## src/rtl/scan_ton_pkg.sv

```systemverilog
package scan_ton_pkg;

   typedef enum logic [1:0] {
      TB_1MS  = 2'd0,
      TB_10MS = 2'd1,
      TB_1S   = 2'd2,
      TB_1S_B = 2'd3
   } tb_sel_t;

   localparam int MAX_REM = 999;
   localparam int REM_W   = 10;

   function automatic int tot_width(input int ref_w);
      return $clog2(MAX_REM + (1 << ref_w) + 1);
   endfunction

endpackage

```

## src/rtl/ms_timebase.sv

```systemverilog
module ms_timebase #(
   parameter int REF_W      = 9,
   parameter int CYC_PER_MS = 50000
) (
   input  logic             clk,
   input  logic             rst_n,
   output logic [REF_W-1:0] now_ms
);

   logic ms_tick;

   generate
      if (CYC_PER_MS < 1) begin : g_bad_cyc
         $error("CYC_PER_MS must be at least 1");
      end
      if (CYC_PER_MS == 1) begin : g_direct
         assign ms_tick = 1'b1;
      end else begin : g_prescale
         localparam int PS_W = $clog2(CYC_PER_MS);
         localparam logic [PS_W-1:0] PS_LAST = PS_W'(CYC_PER_MS - 1);
         logic [PS_W-1:0] ps_q;
         always_ff @(posedge clk or negedge rst_n) begin
            if (!rst_n)              ps_q <= '0;
            else if (ps_q == PS_LAST) ps_q <= '0;
            else                     ps_q <= ps_q + 1'b1;
         end
         assign ms_tick = (ps_q == PS_LAST);
      end
   endgenerate

   always_ff @(posedge clk or negedge rst_n) begin
      if (!rst_n)       now_ms <= '0;
      else if (ms_tick) now_ms <= now_ms + 1'b1;
   end

endmodule

```

## src/rtl/tick_scaler.sv

```systemverilog
module tick_scaler
   import scan_ton_pkg::*;
#(
   parameter int REF_W = 9,
   localparam int TOT_W = tot_width(REF_W)
) (
   input  logic [REF_W-1:0] now_ms,
   input  logic [REF_W-1:0] ref_ms,
   input  logic [REM_W-1:0] rem_in,
   input  tb_sel_t          sel,
   output logic [TOT_W-1:0] units,
   output logic [REM_W-1:0] rem_out
);

   logic [REF_W-1:0] delta;
   logic [TOT_W-1:0] total;

   // modulo-2^REF_W difference: gaps beyond the wrap lose whole periods
   assign delta = now_ms - ref_ms;
   assign total = TOT_W'(rem_in) + TOT_W'(delta);

   always_comb begin
      unique case (sel)
         TB_1MS: begin
            units   = total;
            rem_out = '0;
         end
         TB_10MS: begin
            units   = total / TOT_W'(10);
            rem_out = REM_W'(total % TOT_W'(10));
         end
         default: begin
            units   = total / TOT_W'(1000);
            rem_out = REM_W'(total % TOT_W'(1000));
         end
      endcase
   end

endmodule

```

## src/rtl/scan_ton_timer.sv

```systemverilog
module scan_ton_timer
   import scan_ton_pkg::*;
#(
   parameter int ACC_W      = 16,
   parameter int REF_W      = 9,
   parameter int CYC_PER_MS = 50000
) (
   input  logic             clk,
   input  logic             rst_n,
   input  logic             scan_i,
   input  logic             rung_i,
   input  logic [ACC_W-1:0] preset_i,
   input  logic [1:0]       tb_sel_i,
   output logic [ACC_W-1:0] acc_o,
   output logic             en_o,
   output logic             timing_o,
   output logic             done_o
);

   localparam int TOT_W = tot_width(REF_W);

   generate
      if (REF_W < 2 || REF_W > 16) begin : g_bad_ref
         $error("REF_W out of range");
      end
      if (ACC_W < TOT_W) begin : g_bad_acc
         $error("ACC_W too narrow for one scan increment");
      end
   endgenerate

   logic [REF_W-1:0] now_ms, ref_q;
   logic [REM_W-1:0] rem_q, rem_nxt;
   logic [TOT_W-1:0] units;
   logic [ACC_W-1:0] acc_q;
   logic [ACC_W:0]   acc_sum;
   logic             en_q, tt_q, dn_q;

   ms_timebase #(.REF_W(REF_W), .CYC_PER_MS(CYC_PER_MS)) u_tbase (
      .clk    (clk),
      .rst_n  (rst_n),
      .now_ms (now_ms)
   );

   tick_scaler #(.REF_W(REF_W)) u_scale (
      .now_ms  (now_ms),
      .ref_ms  (ref_q),
      .rem_in  (rem_q),
      .sel     (tb_sel_t'(tb_sel_i)),
      .units   (units),
      .rem_out (rem_nxt)
   );

   assign acc_sum = {1'b0, acc_q} + (ACC_W+1)'(units);

   always_ff @(posedge clk or negedge rst_n) begin
      if (!rst_n) begin
         acc_q <= '0;
         ref_q <= '0;
         rem_q <= '0;
         en_q  <= 1'b0;
         tt_q  <= 1'b0;
         dn_q  <= 1'b0;
      end else if (scan_i) begin
         ref_q <= now_ms;
         if (!rung_i) begin
            acc_q <= '0;
            rem_q <= '0;
            en_q  <= 1'b0;
            tt_q  <= 1'b0;
            dn_q  <= 1'b0;
         end else if (!en_q) begin
            acc_q <= '0;
            rem_q <= '0;
            en_q  <= 1'b1;
            dn_q  <= (preset_i == '0);
            tt_q  <= (preset_i != '0);
         end else if (dn_q) begin
            acc_q <= preset_i;
            rem_q <= '0;
         end else begin
            rem_q <= rem_nxt;
            if (acc_sum >= {1'b0, preset_i}) begin
               acc_q <= preset_i;
               dn_q  <= 1'b1;
               tt_q  <= 1'b0;
            end else begin
               acc_q <= acc_sum[ACC_W-1:0];
            end
         end
      end
   end

   assign acc_o    = acc_q;
   assign en_o     = en_q;
   assign timing_o = tt_q;
   assign done_o   = dn_q;

   assert_hold_between_scans_R2: assert property (@(posedge clk) disable iff (!rst_n)
      !scan_i |=> $stable(acc_q) && $stable(en_q) && $stable(tt_q) && $stable(dn_q));

   assert_clear_on_false_R3: assert property (@(posedge clk) disable iff (!rst_n)
      scan_i && !rung_i |=> acc_q == '0 && !en_q && !tt_q && !dn_q && rem_q == '0);

   assert_first_scan_R4: assert property (@(posedge clk) disable iff (!rst_n)
      scan_i && rung_i && !en_q |=> en_q && acc_q == '0);

   assert_done_excludes_timing_R7: assert property (@(posedge clk) disable iff (!rst_n)
      dn_q |-> !tt_q && en_q);

   assert_saturated_R8: assert property (@(posedge clk) disable iff (!rst_n)
      scan_i && rung_i && dn_q |=> dn_q && acc_q == $past(preset_i));

   assert_remainder_bound_R6: assert property (@(posedge clk) disable iff (!rst_n)
      rem_q <= REM_W'(MAX_REM));

endmodule

```

## config.mk

```make
export PLATFORM = sky130hd
export DESIGN_NAME = scan_ton_timer
export DESIGN_NICKNAME = d
export VERILOG_FILES = /design/src/rtl/scan_ton_pkg.sv /design/src/rtl/ms_timebase.sv /design/src/rtl/tick_scaler.sv /design/src/rtl/scan_ton_timer.sv
export SDC_FILE = /design/constraint.sdc
export NUM_CORES = 1
export LEC_CHECK = 0
export BUFFER_PORTS_ARGS = -buffer_cell sky130_fd_sc_hd__buf_2
export CAP_MARGIN = 40
export CORE_MARGIN = 2
export CORE_UTILIZATION = 64
export CTS_BUF_LIST = sky130_fd_sc_hd__clkbuf_4
export DETAILED_ROUTE_END_ITERATION = 10
export PLACE_DENSITY = 0.83
export SYNTH_ARGS = -nofsm -noshare
export SYNTH_HDL_FRONTEND = slang
export SYNTH_SLANG_ARGS = --single-unit
```

## constraint.sdc

```tcl
create_clock -name clk -period 22.6 [get_ports clk]
set_clock_uncertainty 0.1 [all_clocks]
set_input_delay 4.52 -clock clk [delete_from_list [all_inputs] [get_ports clk]]
set_output_delay 4.52 -clock clk [all_outputs]
set_load 0.005 [all_outputs]
```

# Word-level counts from Yosys, hierarchy flattened
# Index checks and enable logic that the tools add are counted.
# op_classes
add_sub_neg,5
n_div,4
order_cmp,1
n_eq_ne,4
muxes,19
reduce_logical,4
# op_table
cell,count
$mux W16,5
$mux W10,3
$pmux W11 S2,1
$pmux W10 S2,1
$add A16 B11 Y17,1
$ge A17 B16 Y1,1
$add A16 B1 Y16 const B,1
$eq A16 B16 Y1 const B,1
$logic_not A16 Y1,1
$reduce_bool A16 Y1,1
$add A10 B9 Y11,1
$div A11 B10 Y11 const B,1
$div A11 B4 Y11 const B,1
$mod A11 B10 Y11 const B,1
$mod A11 B4 Y11 const B,1
$add A9 B1 Y9 const B,1
$mux W1,9
$sub A9 B9 Y9,1
$ne A3 B2 Y1 const B,1
$ne A3 B3 Y1 const B,1
$reduce_and A3 Y1,1
$eq A2 B1 Y1 const B,1
$logic_not A2 Y1,1
# totals
reg_bits,63
elab_cells,45

# Logic depth before layout (Yosys ltp)
# depth
word_depth,10
ltp_mapped,96

# Hierarchy
# From an unflattened synthesis, not the netlist that was laid out.
# hier_totals
cells_unflattened,957
area_unflattened_um2,7737.4
# modules_own_cells
module,n_inst,cells_each,area_each_um2,seq_area_each_um2
tick_scaler,1,545,3791.1,0.0
scan_ton_timer,1,313,2756.4,950.9
ms_timebase,1,99,1189.9,625.6

# Worst setup path after synthesis
# OpenSTA, ideal clock, no wires.
# synth_timing
path_kind,input -> register
from,in tb_sel_i[1]
to,"reg acc_q[11], in the netlist acc_o[11]"
arrival_time_ns,18.377
t_required_ns,22.416
path_slack_ns,4.039
stages,71
path_cell_list,nand2b_1 -> clkbuf_1 -> inv_2 -> clkbuf_1 -> nor2_1 -> ha_1 -> o21ai_1 -> nor2_1 -> mux2i_1 -> ha_1 -> nand3_1 -> or4_1 -> nor4_2 -> o21ai_1 -> nor2_1 -> xor2_1 -> ha_1 -> nand4_1 -> [... 35 more ...] -> o21bai_1 -> a21oi_1 -> o21bai_1 -> a21oi_1 -> xnor2_1 -> ha_1 -> a21o_1 -> a21oi_1 -> o21ai_0 -> a21oi_1 -> nor2b_1 -> o21ai_0 -> nand2_1 -> or2_2 -> clkbuf_1 -> nor3_1 -> a21oi_1 -> o21ai_0
# synth_via
elab_chain_cells,8
elab_cells_between_ends,9
cone_classes,1 x add/sub; 1 x order compare; 1 x eq/ne; 5 x mux; 1 x reduce/logical
# synth_lines
element,line,text
start: declaration,scan_ton_timer.sv:13,"input logic [1:0] tb_sel_i,"
$eq A2 B1 Y1 or $logic_not A2 Y1 (tied branches),tick_scaler.sv:23,unique case (sel)
$pmux W11 S2 *,tick_scaler.sv:23,
$add A16 B11 Y17 *,scan_ton_timer.sv:53,"assign acc_sum = {1'b0, acc_q} + (ACC_W+1)'(units);"
$ge A17 B16 Y1,scan_ton_timer.sv:82,"if (acc_sum >= {1'b0, preset_i}) begin"
$mux W16 *,scan_ton_timer.sv:82,
$mux W16 *,scan_ton_timer.sv:77,end else if (dn_q) begin
$mux W16 *,scan_ton_timer.sv:71,end else if (!en_q) begin
$mux W16 *,scan_ton_timer.sv:65,if (!rung_i) begin
end signal: assignment,scan_ton_timer.sv:78,acc_q <= preset_i;
end signal: assignment,scan_ton_timer.sv:83,acc_q <= preset_i;
end signal: assignment,scan_ton_timer.sv:87,acc_q <= acc_sum[ACC_W-1:0];
end: declaration,scan_ton_timer.sv:34,logic [ACC_W-1:0] acc_q;
# Mark *: on every way between the ends. The rest lies on a longest branch, timed or not.
# A chain may end at the register's enable or synchronous reset.

# Final worst setup path
# Same ends and word-level chain as after synthesis.

==> impl_metrics.tcl <==
set metrics [dict create \
    status "complete, no violations" \
    die_y_um 108.9 \
    critical-path-top-delay-family "compound AO/OA/AOI/OAI gates" \
    final_cell_mix "81 x ha_1, 70 x nand2_1, 69 x nor2_1" \
    clkLatencyLatePin_ns 0.43 \
    cp.required_ns 22.84 \
    rsz0062_at_grt "no" \
    clock-root-buffer "clkbuf_4" \
    cap_violations 0 \
    synth.avg_cell_area_um2 8.350 \
    first_pass_iters 7 \
    yosys_warnings 0 \
    cp_slowest_cell "inv_2" \
    hold_end "u_tbase.g_prescale.ps_q[0]$_DFF_PN0_" \
    power_density_nw_per_um2 34.38 \
    worstHoldPathCells 1 \
    netlist_area_um2 7039 \
    finalCritPeriodShare_pct 92.84 \
    layout-drive-gt1-share_pct 11.11 \
    post-route-drc-count 0 \
    vdd_drop_max_v 0.00005148 \
    synthTopCellsByArea "dfrtp_1 22%, ha_1 14%, xor2_1 4.6%" \
    core_area_um2 10790 \
    critPathMostFrequentCell "a21oi_1" \
    min-delay-start "u_tbase.g_prescale.ps_q[0]$_DFF_PN0_" \
    endpoint_kind "flop" \
    seq_area_frac_synth_pct 22.40 \
    grt_antenna_before_repair 0 \
    drt_iter0_drc 689 \
    finalSetupViolCount 0 \
    diodes 0 \
    layout.cells.most_common "ha_1" \
    path_clk_slew_ns 0.10 \
    fin_tns_setup_ns 0 \
    start_util_pct 65.22 \
    ctsHoldBuffers 0 \
    design_area_um2 7510 \
    via_per_inst 6.413 \
    fin_ws_ns 1.618 \
    leakagePower_nw 3.691 \
    die_x_um 108.9 \
    start_kind "input pin" \
    cp.arrival_ns 21.22 \
    port_buffers 40 \
    wl_per_cell_um 17.40 \
    cts_sinks 63 \
    gp_congestion 0.9734 \
    clock_path_buffers 2 \
    finalHoldViolations 0 \
    totalWireLength_um 17780 \
    final_max_slew_viol_count 0 \
    place_area_um2 7347 \
    yosysTopAreaCellShare_pct 22.40 \
    slew_headroom_pct 42.81 \
    r2r_end "acc_o[11]$_DFFE_PN0P_" \
    nNetsFinal 983 \
    path_buf_inv 2 \
    n_fill_cell 875 \
    path_class "in2reg" \
    rows 38 \
    ant_nets 0 \
    synth-async-reset-ratio_pct 100.0 \
    synth-edff-count 0 \
    r2r_start "u_tbase.now_ms[0]$_DFFE_PN0N_" \
    hpwl_um 13940 \
    syn-num-nets 949 \
    cpPeakStageDelay_ns 0.80 \
    fin_crit_ns 20.98 \
    dieArea_um2 11850 \
    grt_max_degree 64 \
    cts_tree "done" \
    syn_to_final_growth_pct 6.683 \
    ys_ff_latch 63 \
    grt.total_usage_pct 30.89 \
    grt_pass1_wl_um 29200 \
    vias 6554 \
    fmaxAchievable_mhz 47.66 \
    dpl_worst_slack_ns 1.604 \
    rr_worst_depth 83 \
    post_cts_buffers 0 \
    rrSetupSlack_ns 3.49 \
    cp_max_fo 43 \
    grt-ovfl-total 0 \
    tightest_slew_ns 0.8570 \
    hp-class "reg2reg" \
    ys.flop_type "dfrtp_1" \
    grt_pass1_vias 6236 \
    cts_made_buffers 9 \
    htreeDepth 3 \
    ctsResizeCount 0 \
    io_pins 41 \
    syn_inst 843 \
    synth_cell_types 87 \
    synth_top_cell_by_area "dfrtp_1" \
]
cells by family (layout without fill, tap and decap cells):
group,count (synthesis),after routing,synth area share (%)
and+or+nand+nor,270,270,19.16
AOI/OAI and AO/OA,243,243,24.88
adders and majority gates,84,84,15.25
buffers and inverters,78,117,4.319
xor gates and xnor gates,73,73,9.083
DFF,63,63,22.40
muxes,32,32,4.906
sequential cells by signal, indices dropped and copies added (netlist names):
register,count
u_tbase.g_prescale.ps_q,16
acc_o,16
en_o,1
ref_q,9
timing_o,1
u_tbase.now_ms,9
rem_q,10
done_o,1
power by group:
| part | leakage, nW | total [mW] | internal (mW) | switching (mW) |
|---|---|---|---|---|
| combinational | 2.75 | 0.0509 | 0.0204 | 0.0305 |
| sequential | 0.857 | 0.119 | 0.115 | 0.00338 |
| clock | 0.0879 | 0.0887 | 0.0450 | 0.0437 |
| total | 3.69 | 0.258 | 0.181 | 0.0776 |
worst reg2reg max path: cells and delay by family (launching register included):
| family | cells | cell delay (ns) |
|---|---|---|
| DFF | 1 | 0.41 |
| adders and majority gates | 11 | 3.52 |
| buffers and inverters | 2 | 0.23 |
| and+or+nand+nor | 26 | 5.50 |
| muxes | 1 | 0.31 |
| xor gates and xnor gates | 3 | 0.63 |
| AOI/OAI and AO/OA | 40 | 8.33 |
synth_stat cells, drive strengths merged (8+ instances only):
master   count
nand2b      14
mux2i       25
o21ai       46
nand4       16
ha          81
clkbuf      12
nor3        22
o21bai      11
nor2b        9
xnor2       36
nand3       21
o211ai       8
dfrtp       63
nand2       71
o22ai       10
nor2        70
a21o        17
nor4         9
inv         59
and3        11
xor2        37
o2bb2ai     17
a21oi       57
a211oi      13
or2         10
through the flow:
step	power [mW]	util (%)	hold slack, ns	std cells
detailed placement	0.1709	68.07	0.3538	1006
global route	0.2696	69.58	0.3833	1022
floorplan	0.1539	-	0.3329	843
finish	0.2582	69.58	0.3648	1022
CTS	0.2597	69.58	0.3689	1022
global placement	0.1691	68.07	0.3447	1006
worst max path at each step:
stage,endpoint,cells past startpoint,startpoint
global placement,acc_o[11]$_DFFE_PN0P_,71,tb_sel_i[1]
finish,acc_o[11]$_DFFE_PN0P_,71,tb_sel_i[1]
floorplan,acc_o[11]$_DFFE_PN0P_,71,tb_sel_i[1]
CTS,acc_o[11]$_DFFE_PN0P_,72,tb_sel_i[1]
detailed placement,acc_o[11]$_DFFE_PN0P_,71,tb_sel_i[1]
global route,acc_o[11]$_DFFE_PN0P_,72,tb_sel_i[1]
metal layers:
metal,vias up,track usage (%),part of all wire [%]
li1,3163,-,-
met1,3116,41.29,44
met2,245,51.06,48
met3,30,5.977,6.1
met4,0,8.425,1.6
met5,-,0,0
final cells by class:
cell class | instances | area, µm² | share of cell area (%)
Clock buffer | 9 | 67.56 | 0.8997
Clock inverter | 7 | 95.09 | 1.266
Inverter | 59 | 221.5 | 2.949
Multi-Input combinational cell | 702 | 5159 | 68.69
Sequential cell | 63 | 1577 | 20.99
Tap cell | 140 | 175.2 | 2.333
Timing Repair Buffer | 42 | 215.2 | 2.866
No activity file was read; power rests on OpenSTA's default activity.
